## config.mk

```make
export PLATFORM = sky130hd
export DESIGN_NAME = irq_dispatch_ctrl
export DESIGN_NICKNAME = d
export VERILOG_FILES = /design/src/rtl/irqd_pkg.sv /design/src/rtl/irqd_flag_regs.sv /design/src/rtl/irqd_prio_sel.sv /design/src/rtl/irqd_ime_ctrl.sv /design/src/rtl/irq_dispatch_ctrl.sv
export SDC_FILE = /design/constraint.sdc
export NUM_CORES = 1
export LEC_CHECK = 0
export ABC_CLOCK_PERIOD_IN_PS = 1420
export BUFFER_PORTS_ARGS = -buffer_cell sky130_fd_sc_hd__buf_2
export CAP_MARGIN = 20
export CORE_MARGIN = 4
export CORE_UTILIZATION = 39
export DETAILED_ROUTE_END_ITERATION = 16
export GPL_ROUTABILITY_DRIVEN = 0
export PLACE_DENSITY_LB_ADDON = 0.1
export RECOVER_POWER = 100
export SLEW_MARGIN = 5
export SYNTH_ARGS = -nofsm -noshare
export SYNTH_HDL_FRONTEND = slang
export SYNTH_SLANG_ARGS = --single-unit
export TNS_END_PERCENT = 100
```

## constraint.sdc

```tcl
create_clock -name clk -period 1.42 [get_ports clk]
set_input_delay 0.142 -clock clk [delete_from_list [all_inputs] [get_ports clk]]
set_output_delay 0.142 -clock clk [all_outputs]
set_load 0.005 [all_outputs]
```

## src/rtl/irqd_pkg.sv

```systemverilog
package irqd_pkg;
  localparam int unsigned IRQD_NSRC       = 5;
  localparam int unsigned IRQD_EN_W       = 8;
  localparam int unsigned IRQD_VEC_W      = 8;
  localparam int unsigned IRQD_VEC_BASE   = 'h40;
  localparam int unsigned IRQD_VEC_STRIDE = 8;

  // Deferred gate change waiting for the next instruction boundary
  typedef enum logic [1:0] {
    ARM_IDLE = 2'd0,
    ARM_ON   = 2'd1,
    ARM_OFF  = 2'd2
  } arm_e;
endpackage

```

## src/rtl/irqd_flag_regs.sv

```systemverilog
module irqd_flag_regs #(
  parameter int unsigned NSRC = 5,
  parameter int unsigned EN_W = 8
) (
  input  logic            clk,
  input  logic            rst,
  input  logic            en_wr,
  input  logic [EN_W-1:0] en_wdata,
  input  logic            req_wr,
  input  logic [NSRC-1:0] req_wdata,
  input  logic [NSRC-1:0] req_set,
  input  logic [NSRC-1:0] clr_mask,
  output logic [EN_W-1:0] en_q,
  output logic [NSRC-1:0] req_q
);
  logic [NSRC-1:0] req_base;

  assign req_base = req_wr ? req_wdata : req_q;

  always_ff @(posedge clk) begin
    if (rst) begin
      en_q  <= '0;
      req_q <= '0;
    end else begin
      if (en_wr) en_q <= en_wdata;
      req_q <= (req_base & ~clr_mask) | req_set;
    end
  end

  for (genvar i = 0; i < NSRC; i++) begin : g_bit_chk
    p_req_sticky_r9 : assert property (@(posedge clk) disable iff (rst)
      req_set[i] |=> req_q[i]);
    p_clear_taken_r4 : assert property (@(posedge clk) disable iff (rst)
      (clr_mask[i] && !req_set[i] && !req_wr) |=> !req_q[i]);
  end
endmodule

```

## src/rtl/irqd_prio_sel.sv

```systemverilog
module irqd_prio_sel #(
  parameter int unsigned NSRC       = 5,
  parameter int unsigned VEC_W      = 8,
  parameter int unsigned VEC_BASE   = 'h40,
  parameter int unsigned VEC_STRIDE = 8
) (
  input  logic [NSRC-1:0]  pending,
  output logic             any,
  output logic [NSRC-1:0]  grant,
  output logic [VEC_W-1:0] vector
);
  localparam int unsigned IDX_W = (NSRC > 1) ? $clog2(NSRC) : 1;

  logic [IDX_W-1:0] idx;

  // Walk from the top so the lowest set index is written last
  always_comb begin
    grant = '0;
    idx   = '0;
    for (int i = NSRC - 1; i >= 0; i--) begin
      if (pending[i]) begin
        grant    = '0;
        grant[i] = 1'b1;
        idx      = IDX_W'(i);
      end
    end
  end

  assign any    = |pending;
  assign vector = VEC_W'(VEC_BASE) + VEC_W'(idx) * VEC_W'(VEC_STRIDE);
endmodule

```

## src/rtl/irqd_ime_ctrl.sv

```systemverilog
module irqd_ime_ctrl
  import irqd_pkg::*;
(
  input  logic clk,
  input  logic rst,
  input  logic color_mode,
  input  logic ei_stb,
  input  logic di_stb,
  input  logic boundary,
  input  logic take_now,
  output logic ime_q,
  output arm_e arm_q
);
  logic ime_d;
  arm_e arm_d;

  always_comb begin
    ime_d = ime_q;
    arm_d = arm_q;
    if (take_now) begin
      ime_d = 1'b0;
      arm_d = ARM_IDLE;
    end else begin
      if (boundary) begin
        case (arm_q)
          ARM_ON:  ime_d = 1'b1;
          ARM_OFF: ime_d = 1'b0;
          default: ime_d = ime_q;
        endcase
        arm_d = ARM_IDLE;
      end
      if (di_stb) begin
        if (color_mode) begin
          arm_d = ARM_OFF;
        end else begin
          ime_d = 1'b0;
          arm_d = ARM_IDLE;
        end
      end else if (ei_stb) begin
        ime_d = 1'b0;
        arm_d = ARM_ON;
      end
    end
  end

  always_ff @(posedge clk) begin
    if (rst) begin
      ime_q <= 1'b0;
      arm_q <= ARM_IDLE;
    end else begin
      ime_q <= ime_d;
      arm_q <= arm_d;
    end
  end

  p_take_cancels_r4 : assert property (@(posedge clk) disable iff (rst)
    take_now |=> (!ime_q && arm_q == ARM_IDLE));
  p_ei_defers_r5 : assert property (@(posedge clk) disable iff (rst)
    (ei_stb && !di_stb && !take_now) |=> (!ime_q && arm_q == ARM_ON));
  p_armed_opens_r5 : assert property (@(posedge clk) disable iff (rst)
    (arm_q == ARM_ON && boundary && !take_now && !ei_stb && !di_stb) |=> ime_q);
  p_di_classic_r6 : assert property (@(posedge clk) disable iff (rst)
    (di_stb && !color_mode) |=> !ime_q);
  p_di_colour_holds_r7 : assert property (@(posedge clk) disable iff (rst)
    (di_stb && color_mode && !take_now && !boundary) |=> (ime_q == $past(ime_q)));
endmodule

```

## src/rtl/irq_dispatch_ctrl.sv

```systemverilog
module irq_dispatch_ctrl
  import irqd_pkg::*;
#(
  parameter int unsigned NSRC       = IRQD_NSRC,
  parameter int unsigned EN_W       = IRQD_EN_W,
  parameter int unsigned VEC_W      = IRQD_VEC_W,
  parameter int unsigned VEC_BASE   = IRQD_VEC_BASE,
  parameter int unsigned VEC_STRIDE = IRQD_VEC_STRIDE
) (
  input  logic             clk,
  input  logic             rst,
  input  logic             color_mode,
  input  logic             halted,
  input  logic             instr_boundary,
  input  logic             ei_stb,
  input  logic             di_stb,
  input  logic [NSRC-1:0]  req_set,
  input  logic             en_wr,
  input  logic [EN_W-1:0]  en_wdata,
  input  logic             req_wr,
  input  logic [NSRC-1:0]  req_wdata,
  output logic [EN_W-1:0]  en_q,
  output logic [NSRC-1:0]  req_q,
  output logic             ime,
  output logic             take_irq,
  output logic [VEC_W-1:0] irq_vector,
  output logic             wake
);
  localparam int unsigned VEC_LAST = VEC_BASE + (NSRC - 1) * VEC_STRIDE;

  logic [NSRC-1:0]  pending;
  logic [NSRC-1:0]  grant;
  logic [NSRC-1:0]  clr_mask;
  logic [VEC_W-1:0] sel_vec;
  logic             any_pend;
  logic             take_now;
  logic             ime_q;
  arm_e             arm_q;

  assign pending  = en_q[NSRC-1:0] & req_q;
  assign take_now = instr_boundary & ime_q & any_pend;
  assign clr_mask = take_now ? grant : '0;
  assign ime      = ime_q;

  irqd_flag_regs #(.NSRC(NSRC), .EN_W(EN_W)) u_flags (
    .clk(clk), .rst(rst),
    .en_wr(en_wr), .en_wdata(en_wdata),
    .req_wr(req_wr), .req_wdata(req_wdata),
    .req_set(req_set), .clr_mask(clr_mask),
    .en_q(en_q), .req_q(req_q)
  );

  irqd_prio_sel #(.NSRC(NSRC), .VEC_W(VEC_W), .VEC_BASE(VEC_BASE),
                  .VEC_STRIDE(VEC_STRIDE)) u_sel (
    .pending(pending), .any(any_pend), .grant(grant), .vector(sel_vec)
  );

  irqd_ime_ctrl u_gate (
    .clk(clk), .rst(rst), .color_mode(color_mode),
    .ei_stb(ei_stb), .di_stb(di_stb), .boundary(instr_boundary),
    .take_now(take_now), .ime_q(ime_q), .arm_q(arm_q)
  );

  always_ff @(posedge clk) begin
    if (rst) begin
      take_irq   <= 1'b0;
      irq_vector <= '0;
      wake       <= 1'b0;
    end else begin
      take_irq <= take_now;
      if (take_now) irq_vector <= sel_vec;
      wake <= halted & any_pend;
    end
  end

  p_grant_onehot_r2 : assert property (@(posedge clk) disable iff (rst)
    $onehot0(grant) && (any_pend == (grant != '0)));
  p_grant_lowest_r2 : assert property (@(posedge clk) disable iff (rst)
    any_pend |-> ((pending & (grant - NSRC'(1))) == '0));
  p_vec_range_r2 : assert property (@(posedge clk) disable iff (rst)
    take_irq |-> (irq_vector >= VEC_W'(VEC_BASE) && irq_vector <= VEC_W'(VEC_LAST)));
  p_take_cause_r3 : assert property (@(posedge clk) disable iff (rst)
    take_irq |-> $past(instr_boundary && ime_q && (pending != '0)));
  p_take_single_r3 : assert property (@(posedge clk) disable iff (rst)
    take_irq |=> !take_irq);
  p_high_en_inert_r8 : assert property (@(posedge clk) disable iff (rst)
    ((en_q[NSRC-1:0] & req_q) == '0) |=> !take_irq);
  p_wake_cause_r10 : assert property (@(posedge clk) disable iff (rst)
    wake |-> $past(halted));
endmodule

```

==> results.cfg, run 1 <==
[timing]
final_critical_path_setup_slack_ps = 27.3
fin_crit_sh = 0.981
hold_violations = 0
fin_crit_ps = 1390
setup-violations-final = 0
rsz0062_at_grt = true
hold_slack_ps = 36.4
fmax_mhz = 718
totalNegativeSetupSlack_ps = 0
timing.clock.skew_ps = 9.19
finalMaxSlewViolations = 0

[routing]
dr.first_iter.drc_count = 11
routed_wl_mm = 2.37
average_routed_wire_per_standard_cell_um = 12.6
ant_nets = 0
drcViolationCount = 0
detail_route.vias_per_cell = 5.02
first_pass_iters = 4
vias = 948

[floorplanning]
placement_rows = 17
die_width_um = 57.7
die_h_um = 57.7
initial_core_util = 0.423
pin_count = 51
core_area_mm2 = 0.00228
die_outline_area_mm2 = 0.00333

[setup_path]
critPathMaxStageDelay_ps = 410
critical_path_cell_by_cell = a222oi_1 > a21oi_1 > buf_4 > nand2b_4 > a21oi_2
worst-setup-path-type = reg2reg
critical_path_buf_inv_count = 1
crit_required_ps = 1650
cpMaxStageDelayCell = sky130_fd_sc_hd__a222oi_1
path_delay_family = compound AO/OA/AOI/OAI gates
crit_arrival_ps = 1630
worstPathMaxFanout = 3
critical_path.startpoint_type = register
critical_path_end_type = register

[pwr]
sw_frac_of_total = 0.244
net-switching-power_uw = 292
clkPwrFrac = 0.278
p_per_area_mw_per_mm2 = 908
share_seq_of_total_power = 0.556
vdd.ir_drop.worst_mv = 0.684
comb_power_share = 0.166
cellLeakagePower_uw = 0.000644
intPower_uw = 906

[synth]
seq_area_frac_synth = 0.457
netlist_instances = 106
ys_seq_elements = 22
synth_largest_type_area_fraction = 0.457
post_synth.cell_area_avg_um2 = 9.09
synth_ff_type = sky130_fd_sc_hd__dfxtp_1
synthDominantAreaCellType = sky130_fd_sc_hd__dfxtp_1
yosys_warnings = 0
post-synth-top-count-cell = sky130_fd_sc_hd__dfxtp_1
synth_top_cells_by_area = sky130_fd_sc_hd__dfxtp_1 (46%), sky130_fd_sc_hd__mux2i_1 (11%), sky130_fd_sc_hd__nor2_1 (7.0%)
synthArstFlopShare = 0
synthesis.area_um2 = 963
synth-edff-count = 0
synth_common_cells = sky130_fd_sc_hd__dfxtp_1 (22), sky130_fd_sc_hd__nor2_1 (18), sky130_fd_sc_hd__mux2i_1 (11), sky130_fd_sc_hd__a21oi_1 (8), sky130_fd_sc_hd__inv_1 (6)
synthDistinctLibCells = 28

[grt]
grt_start_max_net_pins = 21
antenna_violations_before_repair = 0
global_route.usage.met2 = 0.247
global_route.usage.met1 = 0.177
global_route.overflow_total = 0
grt_pass1_wl_mm = 3.82
grt_pass1_vias = 866
busiest_layer = met2
overall_global_routing_usage = 0.145
global_route.usage.met3 = 0.0290

[placement]
place_hpwl_mm = 1.89
place_ws_ps = 64.1
dpl-instance-area_mm2 = 0.00127
port_buffers = 46

[clocking]
tritoncts_buffer_count = 3
cts-hold-fix-buffers = 0
cts.reportedPaths.clkPinSlew_ps = 120
cts_tree = built
cts.root.buffer_cell = sky130_fd_sc_hd__clkbuf_4
cts_max_path_buffers = 2
insertion_delay_ps = 300
cts_htree_levels = 1
cts_num_sinks = 22

[layout]
final_net_count = 190
fillers = 218
fin_area_mm2 = 0.00132
drive_above_1_share = 0.422
synth_to_final_area_change_pct = 36.9
antenna_cells = 0

[job]
maxCapViolCount = 0

[status]
status = complete, no violations

[min_path]
hp_class = in2reg
## power by group through the flow
stage / combinational [µW] / clock, µW / sequential, µW
after CTS: 201 / 345 / 666
after detailed placement: 200 / 0 / 680
after floorplan: 95.0 / 0 / 687
after global placement: 196 / 0 / 679
after global routing: 222 / 364 / 671
final: 198 / 333 / 667
## registers in the layout, indices dropped and copies added (netlist names)
name           count
u_flags.req_q      5
irq_vector         4
u_gate.ime_q       1
u_gate.arm_q       2
take_irq           1
wake               1
u_flags.en_q       8
## cell families after synthesis
group | synth area share
multiplexers | 0.114
AND/OR/NAND/NOR | 0.169
other | 0.00389
flip-flops | 0.457
AO/OA/AOI/OAI | 0.173
adder cells (fa/ha/maj) | 0.0130
buffers and inverters | 0.0701
## layout make-up
cell class,count,area (µm²),share of cell area
timing repair buffer,56,302,0.229
inverter,6,22.5,0.0171
tap,28,35.0,0.0266
clock buffer,4,36.3,0.0275
multi-input combinational,73,480,0.364
sequential,22,443,0.336
## cells in the final DEF, fill, tap and decap left out, types with 2 or more instances in the layout
cell type and count:
sky130_fd_sc_hd__nor3_2 2, sky130_fd_sc_hd__dfxtp_1 20, sky130_fd_sc_hd__nand2b_1 3, sky130_fd_sc_hd__nand2_1 4, sky130_fd_sc_hd__conb_1 4, sky130_fd_sc_hd__nor2_1 17
sky130_fd_sc_hd__mux2i_1 11, sky130_fd_sc_hd__a41oi_1 2, sky130_fd_sc_hd__a211oi_1 2, sky130_fd_sc_hd__nand3_1 3, sky130_fd_sc_hd__buf_2 46, sky130_fd_sc_hd__buf_4 9
sky130_fd_sc_hd__a21oi_1 7, sky130_fd_sc_hd__o221ai_1 3, sky130_fd_sc_hd__clkbuf_4 3, sky130_fd_sc_hd__dfxtp_2 2, sky130_fd_sc_hd__inv_1 6
## through the flow
step | power, µW | cells | util
3_3_place_gp | 875 | 185 | 0.559
4_1_cts | 1210 | 189 | 0.574
5_1_grt | 1260 | 189 | 0.579
6_report | 1200 | 189 | 0.579
2_1_floorplan | 782 | 109 | -
3_5_place_dp | 880 | 185 | 0.559
## worst paths after layout
kind / start / to / slack, ps / depth (start not counted)
worst max-delay path: u_flags.req_q[0] / irq_vector[3] / 30 / 5
worst min-delay path: di_stb / u_gate.arm_q[0] / 40 / 2
worst max register to register: u_flags.req_q[0] / irq_vector[3] / 30 / 5
worst min register to register: irq_vector[6] / irq_vector[6] / 490 / 2
## timing repair
item / in CTS / in global routing
endpoints found under the setup margin: 0 / 4
resized for setup: 0 / 4
buffers inserted: 0 / 0
## layer usage
layer / share of wire / up-vias
met5: 0 / -
met4: 0.023 / 0
met2: 0.48 / 33
met1: 0.42 / 431
met3: 0.073 / 7
li1: - / 477
Note: power is estimated with default switching activity, not from simulation.
==> run 2: changes to the inputs <==
Settings changed: CELL_PAD_IN_SITES_DETAIL_PLACEMENT set to 1, CELL_PAD_IN_SITES_GLOBAL_PLACEMENT set to 1, CORE_UTILIZATION 39 to 28, PLACE_DENSITY set to 0.84, PLACE_DENSITY_LB_ADDON 0.1 to not set.
==> results.cfg, run 2 (same netlist as run 1, synthesis figures left out) <==
[routing]
average_routed_wire_per_standard_cell_um = 14.5
detail_route.vias_per_cell = 4.71
vias = 970
ant_nets = 0
dr.first_iter.drc_count = 19
drcViolationCount = 0
first_pass_iters = 4
routed_wl_mm = 2.98

[setup_path]
crit_arrival_ps = 1630
worst-setup-path-type = reg2reg
crit_required_ps = 1660
critical_path_end_type = register
critical_path.startpoint_type = register
worstPathMaxFanout = 3

[clocking]
cts.reportedPaths.clkPinSlew_ps = 130
cts_tree = built
postCtsSetupBuffers = 0
cts.root.buffer_cell = sky130_fd_sc_hd__clkbuf_4
insertion_delay_ps = 310
cts-hold-fix-buffers = 0
cts_htree_levels = 1
cts_max_path_buffers = 2
cts_num_sinks = 22
tritoncts_buffer_count = 3

[pwr]
share_seq_of_total_power = 0.496
p_per_area_mw_per_mm2 = 1020
p_total_uw = 1350
comb_power_share = 0.144
clkPwrFrac = 0.360
net-switching-power_uw = 324
sw_frac_of_total = 0.240
intPower_uw = 1020
cellLeakagePower_uw = 0.000602
vdd.ir_drop.worst_mv = 0.519

[floorplanning]
placement_rows = 21
die_outline_area_mm2 = 0.00444
die_width_um = 66.7
initial_core_util = 0.289
die_h_um = 66.7
core_area_mm2 = 0.00334
pin_count = 51

[timing]
finalMaxSlewViolations = 0
timing.clock.skew_ps = 9.39
fin_crit_ps = 1390
hold_violations = 0
rsz0062_at_grt = true
fin_crit_sh = 0.980
hold_slack_ps = 34.9
final_critical_path_setup_slack_ps = 28.4
fmax_mhz = 719
setup-violations-final = 0

[grt]
grt_start_max_net_pins = 21
grt_pass1_vias = 1036
global_route.overflow_total = 0
grt_pass1_wl_mm = 4.77
antenna_violations_before_repair = 0
overall_global_routing_usage = 0.139

[status]
status = complete, no violations

[layout]
layout_commonest_cell = sky130_fd_sc_hd__buf_2
finish.cell_count_without_fillers = 206
synth_to_final_area_change_pct = 37.5
regMostFlops = u_flags.en_q
multiInputGateArea_um2 = 480
drive_above_1_share = 0.344
area_taken_by_flip_flops_and_latches_um2 = 442
final_net_count = 189
largest_register_ff_count = 8
reg_top3 = u_flags.en_q: 8 flops, u_flags.req_q: 5 flops, irq_vector: 4 flops
layout_common_cells = sky130_fd_sc_hd__buf_2 (39), sky130_fd_sc_hd__dfxtp_1 (21), sky130_fd_sc_hd__nor2_1 (17)
fillers = 427
antenna_cells = 0

[placement]
port_buffers = 46
placed_cells_incl_taps = 202
place_hpwl_mm = 2.47
place_ws_ps = 44.9

[job]
maxCapViolCount = 0

[min_path]
hp_class = in2reg
-- run 2: cell types whose count changed in the layout (fill, tap and decap cells not counted), sizes merged --
cell,delta
buf,-11
clkbuf,+9
bufinv,+1
-- run 2: final cells by class --
cell class                      count  share of cell area
Clock inverter                      1              0.0227
Timing Repair Buffer               55               0.204
Multi-Input combinational cell     73               0.363
Clock buffer                        3              0.0170
Sequential cell                    22               0.333
Inverter                            6              0.0170
Tap cell                           46              0.0434
-- run 2: metal layers --
layer  GRT usage  share of wire  vias up
li1            -              -      472
met1       0.169           0.44      462
met2       0.248           0.49       36
met3      0.0455          0.075        0
met4     0.00761              0        0
met5           0              0        -
-- run 2: power groups by stage --
stage	registers, µW	logic, µW	clock network [µW]
detailed placement	683	204	0
global route	672	217	539
CTS	669	206	504
finish	669	195	485
global placement	679	195	0
floorplan	687	95.0	0
-- run 2: worst paths after layout --
path,endpoint,start,cells after the start,slack (ps)
worst min register to register,irq_vector[6],irq_vector[6],2,510
worst max register to register,u_gate.arm_q[0],u_flags.en_q[0],4,30
worst min-delay path,wake,halted,3,30
worst max-delay path,u_gate.arm_q[0],u_flags.en_q[0],4,30
-- run 2: worst max-delay path, stage by stage, from the launching register on --
cell and delay, ps:
sky130_fd_sc_hd__dfxtp_2 350, sky130_fd_sc_hd__a222oi_1 390, sky130_fd_sc_hd__a21oi_1 150, sky130_fd_sc_hd__or2_4 280, sky130_fd_sc_hd__nor3_2 150
-- run 2: what timing repair did --
item	CTS	global route
cloned	0	0
pin swaps	3	3
setup endpoints to repair	1	5
resized for setup	0	3
-- run 2: stage by stage --
stage          setup TNS, ps  utilization  cell area, µm²
2_1_floorplan          -24.3            -             976
3_3_place_gp               0        0.385            1290
4_1_cts                    0        0.401            1340
6_report                   0        0.397            1330
5_1_grt                 -177        0.397            1330
3_5_place_dp               0        0.385            1290
